<file path="src/rtl/tmr_pkg.sv">
package tmr_pkg;

    localparam int DIG_W = 4;

    typedef logic [DIG_W-1:0] digit_t;

    typedef struct packed {
        digit_t min_t;
        digit_t min_o;
        digit_t sec_t;
        digit_t sec_o;
    } mmss_t;

    typedef enum logic {
        MODE_SHORT = 1'b0,
        MODE_LONG  = 1'b1
    } mode_e;

    typedef enum logic {
        ST_HALT = 1'b0,
        ST_RUN  = 1'b1
    } run_e;

    typedef enum logic [2:0] {
        CMD_NONE   = 3'd0,
        CMD_RELOAD = 3'd1,
        CMD_TOGGLE = 3'd2,
        CMD_MODE   = 3'd3,
        CMD_TICK   = 3'd4
    } cmd_e;

    // Convert a whole number of seconds into four BCD digits (m:ss).
    function automatic mmss_t secs_to_mmss(input int unsigned secs);
        mmss_t r;
        int unsigned mins;
        int unsigned rem;
        mins    = secs / 60;
        rem     = secs % 60;
        r.min_t = digit_t'((mins / 10) % 10);
        r.min_o = digit_t'(mins % 10);
        r.sec_t = digit_t'(rem / 10);
        r.sec_o = digit_t'(rem % 10);
        return r;
    endfunction

    // One-second BCD decrement with borrow; the caller never passes 0:00.
    function automatic mmss_t mmss_dec(input mmss_t t);
        mmss_t r;
        r = t;
        if (t.sec_o != 4'd0) begin
            r.sec_o = t.sec_o - 4'd1;
        end else begin
            r.sec_o = 4'd9;
            if (t.sec_t != 4'd0) begin
                r.sec_t = t.sec_t - 4'd1;
            end else begin
                r.sec_t = 4'd5;
                if (t.min_o != 4'd0) begin
                    r.min_o = t.min_o - 4'd1;
                end else begin
                    r.min_o = 4'd9;
                    r.min_t = t.min_t - 4'd1;
                end
            end
        end
        return r;
    endfunction

    function automatic logic mmss_is_zero(input mmss_t t);
        return (t == '0);
    endfunction

    function automatic logic mmss_is_one(input mmss_t t);
        return (t.min_t == 4'd0) && (t.min_o == 4'd0) &&
               (t.sec_t == 4'd0) && (t.sec_o == 4'd1);
    endfunction

endpackage

</file>
<file path="src/rtl/tmr_cmd_decode.sv">
module tmr_cmd_decode
    import tmr_pkg::*;
(
    input  logic btn_mode,
    input  logic btn_run,
    input  logic tick,
    input  run_e state,
    input  logic at_zero,
    output cmd_e cmd
);

    // Priority: run button first, then mode button (halted only), then tick (running only).
    always_comb begin
        cmd = CMD_NONE;
        if (btn_run) begin
            cmd = at_zero ? CMD_RELOAD : CMD_TOGGLE;
        end else if (btn_mode && state == ST_HALT) begin
            cmd = CMD_MODE;
        end else if (tick && state == ST_RUN) begin
            cmd = CMD_TICK;
        end
    end

endmodule

</file>
<file path="src/rtl/tmr_ctrl_fsm.sv">
module tmr_ctrl_fsm
    import tmr_pkg::*;
(
    input  logic  clk,
    input  logic  rst,
    input  cmd_e  cmd,
    input  logic  at_zero,
    input  logic  last_step,
    output run_e  state,
    output mode_e mode
);

    run_e  state_q, state_d;
    mode_e mode_q,  mode_d;

    always_comb begin
        state_d = state_q;
        mode_d  = mode_q;
        unique case (cmd)
            CMD_TOGGLE: state_d = (state_q == ST_RUN) ? ST_HALT : ST_RUN;
            CMD_RELOAD: state_d = ST_HALT;
            CMD_MODE:   mode_d  = (mode_q == MODE_SHORT) ? MODE_LONG : MODE_SHORT;
            CMD_TICK:   if (last_step) state_d = ST_HALT;
            default:    ;
        endcase
    end

    always_ff @(posedge clk) begin
        if (rst) begin
            state_q <= ST_HALT;
            mode_q  <= MODE_SHORT;
        end else begin
            state_q <= state_d;
            mode_q  <= mode_d;
        end
    end

    assign state = state_q;
    assign mode  = mode_q;

    // a running timer never sits at 0:00
    p_run_nonzero_r6: assert property (@(posedge clk) disable iff (rst)
        state_q == ST_RUN |-> !at_zero);

    // the mode cannot change in the cycle after the timer was running
    p_mode_frozen_r3: assert property (@(posedge clk) disable iff (rst)
        state_q == ST_RUN |=> $stable(mode_q));

endmodule

</file>
<file path="src/rtl/tmr_bcd_counter.sv">
module tmr_bcd_counter
    import tmr_pkg::*;
#(
    parameter int unsigned RESET_SECS = 30
) (
    input  logic  clk,
    input  logic  rst,
    input  logic  load,
    input  mmss_t load_val,
    input  logic  dec,
    output mmss_t count,
    output logic  at_zero,
    output logic  at_one
);

    localparam mmss_t RESET_VAL = secs_to_mmss(RESET_SECS);

    mmss_t count_q;

    always_ff @(posedge clk) begin
        if (rst) begin
            count_q <= RESET_VAL;
        end else if (load) begin
            count_q <= load_val;
        end else if (dec && !mmss_is_zero(count_q)) begin
            count_q <= mmss_dec(count_q);
        end
    end

    assign count   = count_q;
    assign at_zero = mmss_is_zero(count_q);
    assign at_one  = mmss_is_one(count_q);

    // digits stay valid BCD, seconds tens at most 5
    p_bcd_valid_r5: assert property (@(posedge clk) disable iff (rst)
        count_q.sec_o <= 4'd9 && count_q.sec_t <= 4'd5 &&
        count_q.min_o <= 4'd9 && count_q.min_t <= 4'd9);

    // zero is held unless a load arrives
    p_zero_hold_r6: assert property (@(posedge clk) disable iff (rst)
        at_zero && !load |=> at_zero);

    // a decrement from 1:00 lands on 0:59
    p_minute_borrow_r5: assert property (@(posedge clk) disable iff (rst)
        dec && !load && count_q == mmss_t'(16'h0100) |=> count_q == mmss_t'(16'h0059));

endmodule

</file>
<file path="src/rtl/stop_timer_dual.sv">
module stop_timer_dual
    import tmr_pkg::*;
#(
    parameter int unsigned SHORT_SECS = 30,
    parameter int unsigned LONG_SECS  = 60
) (
    input  logic       clk,
    input  logic       rst,
    input  logic       tick_1s,
    input  logic       btn_mode,
    input  logic       btn_run,
    output logic [3:0] min_tens,
    output logic [3:0] min_ones,
    output logic [3:0] sec_tens,
    output logic [3:0] sec_ones,
    output logic       done
);

    localparam mmss_t PRESET_SHORT = secs_to_mmss(SHORT_SECS);
    localparam mmss_t PRESET_LONG  = secs_to_mmss(LONG_SECS);

    cmd_e  cmd;
    run_e  state;
    mode_e mode;
    mode_e load_mode;
    mmss_t count;
    mmss_t load_val;
    logic  at_zero;
    logic  at_one;
    logic  load;
    logic  dec;

    tmr_cmd_decode u_dec (
        .btn_mode (btn_mode),
        .btn_run  (btn_run),
        .tick     (tick_1s),
        .state    (state),
        .at_zero  (at_zero),
        .cmd      (cmd)
    );

    tmr_ctrl_fsm u_fsm (
        .clk       (clk),
        .rst       (rst),
        .cmd       (cmd),
        .at_zero   (at_zero),
        .last_step (at_one),
        .state     (state),
        .mode      (mode)
    );

    // A mode command loads the preset of the mode being switched to.
    always_comb begin
        load_mode = mode;
        if (cmd == CMD_MODE) begin
            load_mode = (mode == MODE_SHORT) ? MODE_LONG : MODE_SHORT;
        end
        load_val = (load_mode == MODE_LONG) ? PRESET_LONG : PRESET_SHORT;
    end

    assign load = (cmd == CMD_RELOAD) || (cmd == CMD_MODE);
    assign dec  = (cmd == CMD_TICK);

    tmr_bcd_counter #(
        .RESET_SECS (SHORT_SECS)
    ) u_cnt (
        .clk      (clk),
        .rst      (rst),
        .load     (load),
        .load_val (load_val),
        .dec      (dec),
        .count    (count),
        .at_zero  (at_zero),
        .at_one   (at_one)
    );

    assign min_tens = count.min_t;
    assign min_ones = count.min_o;
    assign sec_tens = count.sec_t;
    assign sec_ones = count.sec_o;
    assign done     = at_zero;

    // a halted timer with no button activity keeps its count
    p_halt_stable_r4: assert property (@(posedge clk) disable iff (rst)
        state == ST_HALT && !btn_mode && !btn_run |=> $stable(count));

    // a run press never decrements in the same cycle
    p_run_press_no_dec_r8: assert property (@(posedge clk) disable iff (rst)
        btn_run && !at_zero |=> $stable(count));

endmodule

</file>
<file path="config.mk">
export PLATFORM = sky130hd
export DESIGN_NAME = stop_timer_dual
export DESIGN_NICKNAME = d
export VERILOG_FILES = /design/src/rtl/tmr_pkg.sv /design/src/rtl/tmr_cmd_decode.sv /design/src/rtl/tmr_ctrl_fsm.sv /design/src/rtl/tmr_bcd_counter.sv /design/src/rtl/stop_timer_dual.sv
export SDC_FILE = /design/constraint.sdc
export NUM_CORES = 1
export LEC_CHECK = 0
export BUFFER_PORTS_ARGS = -buffer_cell sky130_fd_sc_hd__buf_2
export CAP_MARGIN = 10
export CORE_AREA = 3 3 60 62
export CTS_BUF_LIST = sky130_fd_sc_hd__clkbuf_8
export CTS_CLUSTER_DIAMETER = 120
export DETAILED_ROUTE_END_ITERATION = 10
export DIE_AREA = 0 0 63 65
export PLACE_DENSITY = 0.54
export SLEW_MARGIN = 5
export SYNTH_ARGS = -nofsm -noshare
export SYNTH_HDL_FRONTEND = slang
export SYNTH_SLANG_ARGS = --single-unit
</file>
<file path="constraint.sdc">
create_clock -name clk -period 2.4 [get_ports clk]
set_input_delay 0.12 -clock clk [delete_from_list [all_inputs] [get_ports clk]]
set_output_delay 0.12 -clock clk [all_outputs]
set_load 0.005 [all_outputs]
</file>
# == Word-level counts from Yosys, hierarchy flattened ==
# Cells that the tools add are included.
# op_classes
mux,18
n_reduce_logical,21
n_eq_ne,9
add_sub_neg,4
bitwise_logic,1
# ops
cell,n
$mux W16,2
$logic_not A16 Y1,1
$mux W4,4
$sub A4 B1 Y4 const B,4
$logic_not A4 Y1,3
$mux W12,1
$reduce_bool A4 Y1,3
$mux W3,3
$mux W9,1
$mux W8,1
$ne A2 B2 Y1 const B,4
$eq A3 B2 Y1 const B,2
$logic_and A1 B1 Y1,6
$eq A4 B1 Y1 const B,1
$mux W1,4
$reduce_and A2 Y1,2
$reduce_and A4 Y1,1
$eq A3 B1 Y1 const B,1
$eq A3 B3 Y1 const B,1
$pmux W1 S3,1
$reduce_and A3 Y1,1
$reduce_bool A3 Y1,1
$mux W2,1
$reduce_bool A2 Y1,1
3 further kinds,3
# word_totals
reg_bits,18
elab_cells,59
out_inout_bits,17

# == Longest topological paths before layout ==
# depth
depth_word,8
ltp_mapped,7
depth_no_buf,7

# == By module ==
# Synthesis repeated with hierarchy kept, for this count alone.
# unflattened
cells_unflattened,143
hier_area_um2,1199.9
# modules_own_cells
mod,area_per_inst_um2,cells_per_inst,seq_area_each_um2,n_inst
tmr_bcd_counter,988.4,120,320.3,1
tmr_ctrl_fsm,108.9,12,40.0,1
stop_timer_dual,65.1,6,0.0,1
tmr_cmd_decode,37.5,5,0.0,1

# == Worst setup path after synthesis ==
# Ideal clock, no wire load.
# synth_path
path_type,reg-to-reg
start,register u_cnt.count_q (netlist bit u_cnt.count[8])
end,register u_cnt.count_q (netlist bit u_cnt.count[15])
path_stages_with_launch,8
n_path_buf,1
setup_time_ps,70
path_slack_ps,385
arrival_ps,1945
path_cell_list,dfxtp_1 inv_1 ha_1 or3b_1 clkbuf_2 or4_1 or4_1 a21oi_1
# synth_via
elab_chain_cells,7
word_cells_on_any_way,16
cone_classes,eq/ne: 6; mux: 3; reduce/logical: 7
# synth_rtl
item,line,source
"start, declared",tmr_bcd_counter.sv:18,mmss_t count_q;
"start signal, assigned",tmr_bcd_counter.sv:24,count_q <= load_val;
"start signal, assigned",tmr_bcd_counter.sv:26,count_q <= mmss_dec(count_q);
$logic_not A16 Y1,tmr_pkg.sv:70,return (t == '0);
$mux W2,tmr_cmd_decode.sv:16,cmd = at_zero ? CMD_RELOAD : CMD_TOGGLE;
$mux W3,tmr_cmd_decode.sv:15,if (btn_run) begin
"$eq A3 B1 Y1, or another cell as far along",stop_timer_dual.sv:61,assign load = (cmd == CMD_RELOAD) || (cmd == CMD_MODE);
$logic_or A1 B1 Y1 or $logic_and A1 B1 Y1 (tied branches),"stop_timer_dual.sv:61, tmr_bcd_counter.sv:25",
$ne A2 B2 Y1 (no line) or $reduce_bool A2 Y1 (tied branches),n/a,
$reduce_and A4 Y1 (no line),n/a,
# Parallel ways exist; a longest one is shown, timed or not.
# A chain may end at the register's enable or synchronous reset.

# == Worst setup path after layout ==
# layout_path
start,register u_cnt.count_q (netlist bit u_cnt.count[0])
end,register u_cnt.count_q (netlist bit u_cnt.count[6])
# layout_via
elab_chain_cells,7
word_cells_on_any_way,14
cone_classes,eq/ne: 4; mux: 3; reduce/logical: 7
# layout_rtl
item,line
$logic_not A16 Y1,tmr_pkg.sv:70
$mux W2,tmr_cmd_decode.sv:16
$mux W3,tmr_cmd_decode.sv:15
"$eq A3 B1 Y1, or another cell as far along",stop_timer_dual.sv:61
$logic_or A1 B1 Y1 or $logic_and A1 B1 Y1 (tied branches),"stop_timer_dual.sv:61, tmr_bcd_counter.sv:25"
$ne A2 B2 Y1 (no line) or $reduce_bool A2 Y1 (tied branches),n/a
$reduce_and A2 Y1 (no line),n/a
# Parallel ways exist; a longest one is shown, timed or not.

==> metrics <==
min cycle time layout=around 2200 ps; Final period util=a little over 90%; largest net degree at the start of global routing=14; CP Capture Type=flop; initial antenna violation count=0; Top Ports=22; DR vias/cell=5.389; WHS Endpoint=u_fsm.mode; Sw Share=between 20 and 30%; cell family with most CP delay=simple AND/OR/NAND/NOR gates; drt pass-1 iters=4; Post-Synthesis Cells=approximately 120; Reg2Reg Setup Slack=190 ps; post-DP HPWL=1890 um; worst hold path type=in2reg; synth unique cells=41; DRT Wirelength=about 2600 um; CP max stage cell=or4_1; Psw=168.4 uW; DRC=0; share of layout cells above drive strength 1=23.97%; Comb pwr share=about an eighth; Yosys warnings=0; critical-path maximum fanout=7; CP cell instances=inv_1, ha_1, or3b_1, or4_1, or3_1, a21oi_1; Fill cells=approximately 330; hold buffers post-CTS=0; clock share of power=39.0%; Slew HR=61.40%; depth of the worst hold-timing path=2; max-slew violations=0; Mapped Area=~1000 um2; crit path kind=reg2reg; Clk pin slew, worst setup/hold paths=around 80 ps; Worst VDD drop=approximately 0.26 mV; Layout Skew=around 7 ps; # setup viols final=0; TritonCTS clock tree=done; Root Driver=clkbuf_8; Lkg Pwr=0.5455 nW; CTS H-tree depth=1; sequential power share=48.5%; Critical Path AT=2380 ps; DR iter-0 viols=34; main flop type after synthesis=dfxtp_1; RSZ-0062 raised after global routing=no; global placer's final weighted congestion=~0.81; Pint=488.4 uW; worst skew pair latency=between 200 and 300 ps; FF/Latch Area=between 300 and 400 um2; routed via count=approximately 1000; reg2reg end=u_cnt.count[6]; post-CTS setup buffers=0; Routed Antenna Nets=0; Post-CTS Resized=0; initial core utilization=33.33%; Net count, final=~160; EDFF count, synth=0; Hold Vio Cnt, Final=0; Worst-Margin Slew=around 570 ps; height of the die=roughly 65 um; Core Region=3078 um2; R2R cell count=6; Die X=63 um; PD cells=approximately 520 nW/um2; FMAX=between 400 and 500 MHz; Worst Path Required=between 2000 and 3000 ps; Routed wire per std cell=roughly 14 um; WP buf/inv=1; Max-Cap Viols=0; register area share after synthesis=roughly a third; placement row count=20; CTS Sinks=18; async set-reset flop share out of synthesis=0%; Multi-input gate area=between 600 and 700 um2; I/O Buffers=21; syn_nets=between 100 and 150; outcome=finished, final reports clean; number of global-route vias before repair=roughly 990; worst r2r src=u_cnt.count[0]; Setup TNS=0 ps; global-route wire length before repair=4402 um; total CTS buffers=3; Synth Area per Inst=8.622 um2; Final Power=roughly 660 uW; total die area=slightly above 4000 um2; Antenna Cells=0; clock buffer depth=2; Critical Path Max Stage Delay=around 530 ps; Tot GR Track Use=between 10% and 20%; startpoint class of the critical path=flop; overflow left after global routing=0; #FFs+latches synth=18; Hold Crit Start=rst; Synth-to-Final Area Change=22.07%
-- flip-flops by register name, summed over array words and instances, names as in the netlist --
name         count
u_fsm.state      1
u_fsm.mode       1
u_cnt.count     16
-- per-layer routing --
layer  global-route usage [%]  wire (um)  vias to the layer above
met2                    21.74       1216                       29
met5                        0          0                        -
li1                         -          -                      506
met1                    17.39       1216                      487
met4                    3.306         11                        0
met3                    2.600        124                        2
-- through the flow --
step | cell area [um2] | hold slack, ps | utilization (%) | std cells | worst slack, ps
3_5_place_dp | 1197 | 321.2 | 38.90 | 186 | 257.6
6_report | 1252 | 44.21 | 40.69 | 190 | 194.1
5_1_grt | 1252 | 50.32 | 40.69 | 190 | 74.53
2_1_floorplan | 1026 | 192.4 | - | 119 | 384.8
4_1_cts | 1252 | 43.10 | 40.69 | 190 | 195.3
3_3_place_gp | 1197 | 314.3 | 38.90 | 186 | 299.0
-- power groups by stage --
stage,logic [mW],registers (mW),clock network [mW]
after CTS,0.0826,0.318,0.261
after floorplan,0.0541,0.323,0
final,0.0820,0.319,0.256
after global routing,0.0923,0.320,0.274
after detailed placement,0.0818,0.325,0
after global placement,0.0819,0.324,0
-- worst register-to-register path, cell delays in order, from the launching register on --
cell     delay (ps)
dfxtp_1         370
inv_1           100
ha_1            200
or3b_1          460
or4_1           530
or3_1           330
a21oi_1         140
-- worst max path at each step --
| stage | depth (start not counted) | start | endpoint |
|---|---|---|---|
| 2_1_floorplan | 7 | u_cnt.count[8] | u_cnt.count[15] |
| 3_3_place_gp | 6 | u_cnt.count[0] | u_cnt.count[6] |
| 3_5_place_dp | 6 | u_cnt.count[0] | u_cnt.count[6] |
| 4_1_cts | 6 | u_cnt.count[0] | u_cnt.count[6] |
| 5_1_grt | 6 | u_cnt.count[0] | u_cnt.count[6] |
| 6_report | 6 | u_cnt.count[0] | u_cnt.count[6] |
-- synth_stat cells, types with 2 or more instances --
library cell	number	area, um2
dfxtp_1	18	360.4
a21oi_1	11	55.05
inv_1	9	33.78
o21ai_0	9	45.04
nor2_1	8	30.03
ha_1	6	75.07
nand2_1	5	18.77
or3_1	5	31.28
or4_1	5	37.54
nand4_1	3	18.77
nor3_1	3	15.01
nor3b_1	3	22.52
a311oi_1	2	17.52
a31oi_1	2	12.51
and2_1	2	12.51
or3b_1	2	17.52
or3b_2	2	17.52
-- cell usage in the layout (no fill, tap or decap), types with 2 or more instances in the layout --
master and count:
nand4_1 3, or3_1 5, or4_1 5, or3b_1 2, ha_1 6, o21ai_0 9
and2_1 2, buf_2 21, nor2_1 8, a311oi_1 2, nor3b_1 3, a21oi_1 11
dfxtp_1 18, nor3_1 3, inv_1 9, a31oi_1 2, nand2_1 5, clkbuf_8 4
or3b_2 2, buf_4 4
-- layout make-up --
class / count / area share [%]
flip-flops and latches: 18 / 28.77
multi-input cells: 90 / 48.95
repair buffers: 25 / 10.79
well taps: 44 / 4.396
clock buffers: 4 / 4.396
inverters: 9 / 2.697
-- cells by family (layout without fill, tap and decap cells) --
family	count (synthesis)	after routing	synth area share, %
buf+inv	11	38	5.121
simple gates	48	48	29.39
xor+xnor	1	1	0.8538
mux	1	1	0.9756
compound gates	34	34	21.22
fa+ha+maj	6	6	7.317
flops	18	18	35.12
Note: power is estimated with default switching activity, not from simulation.
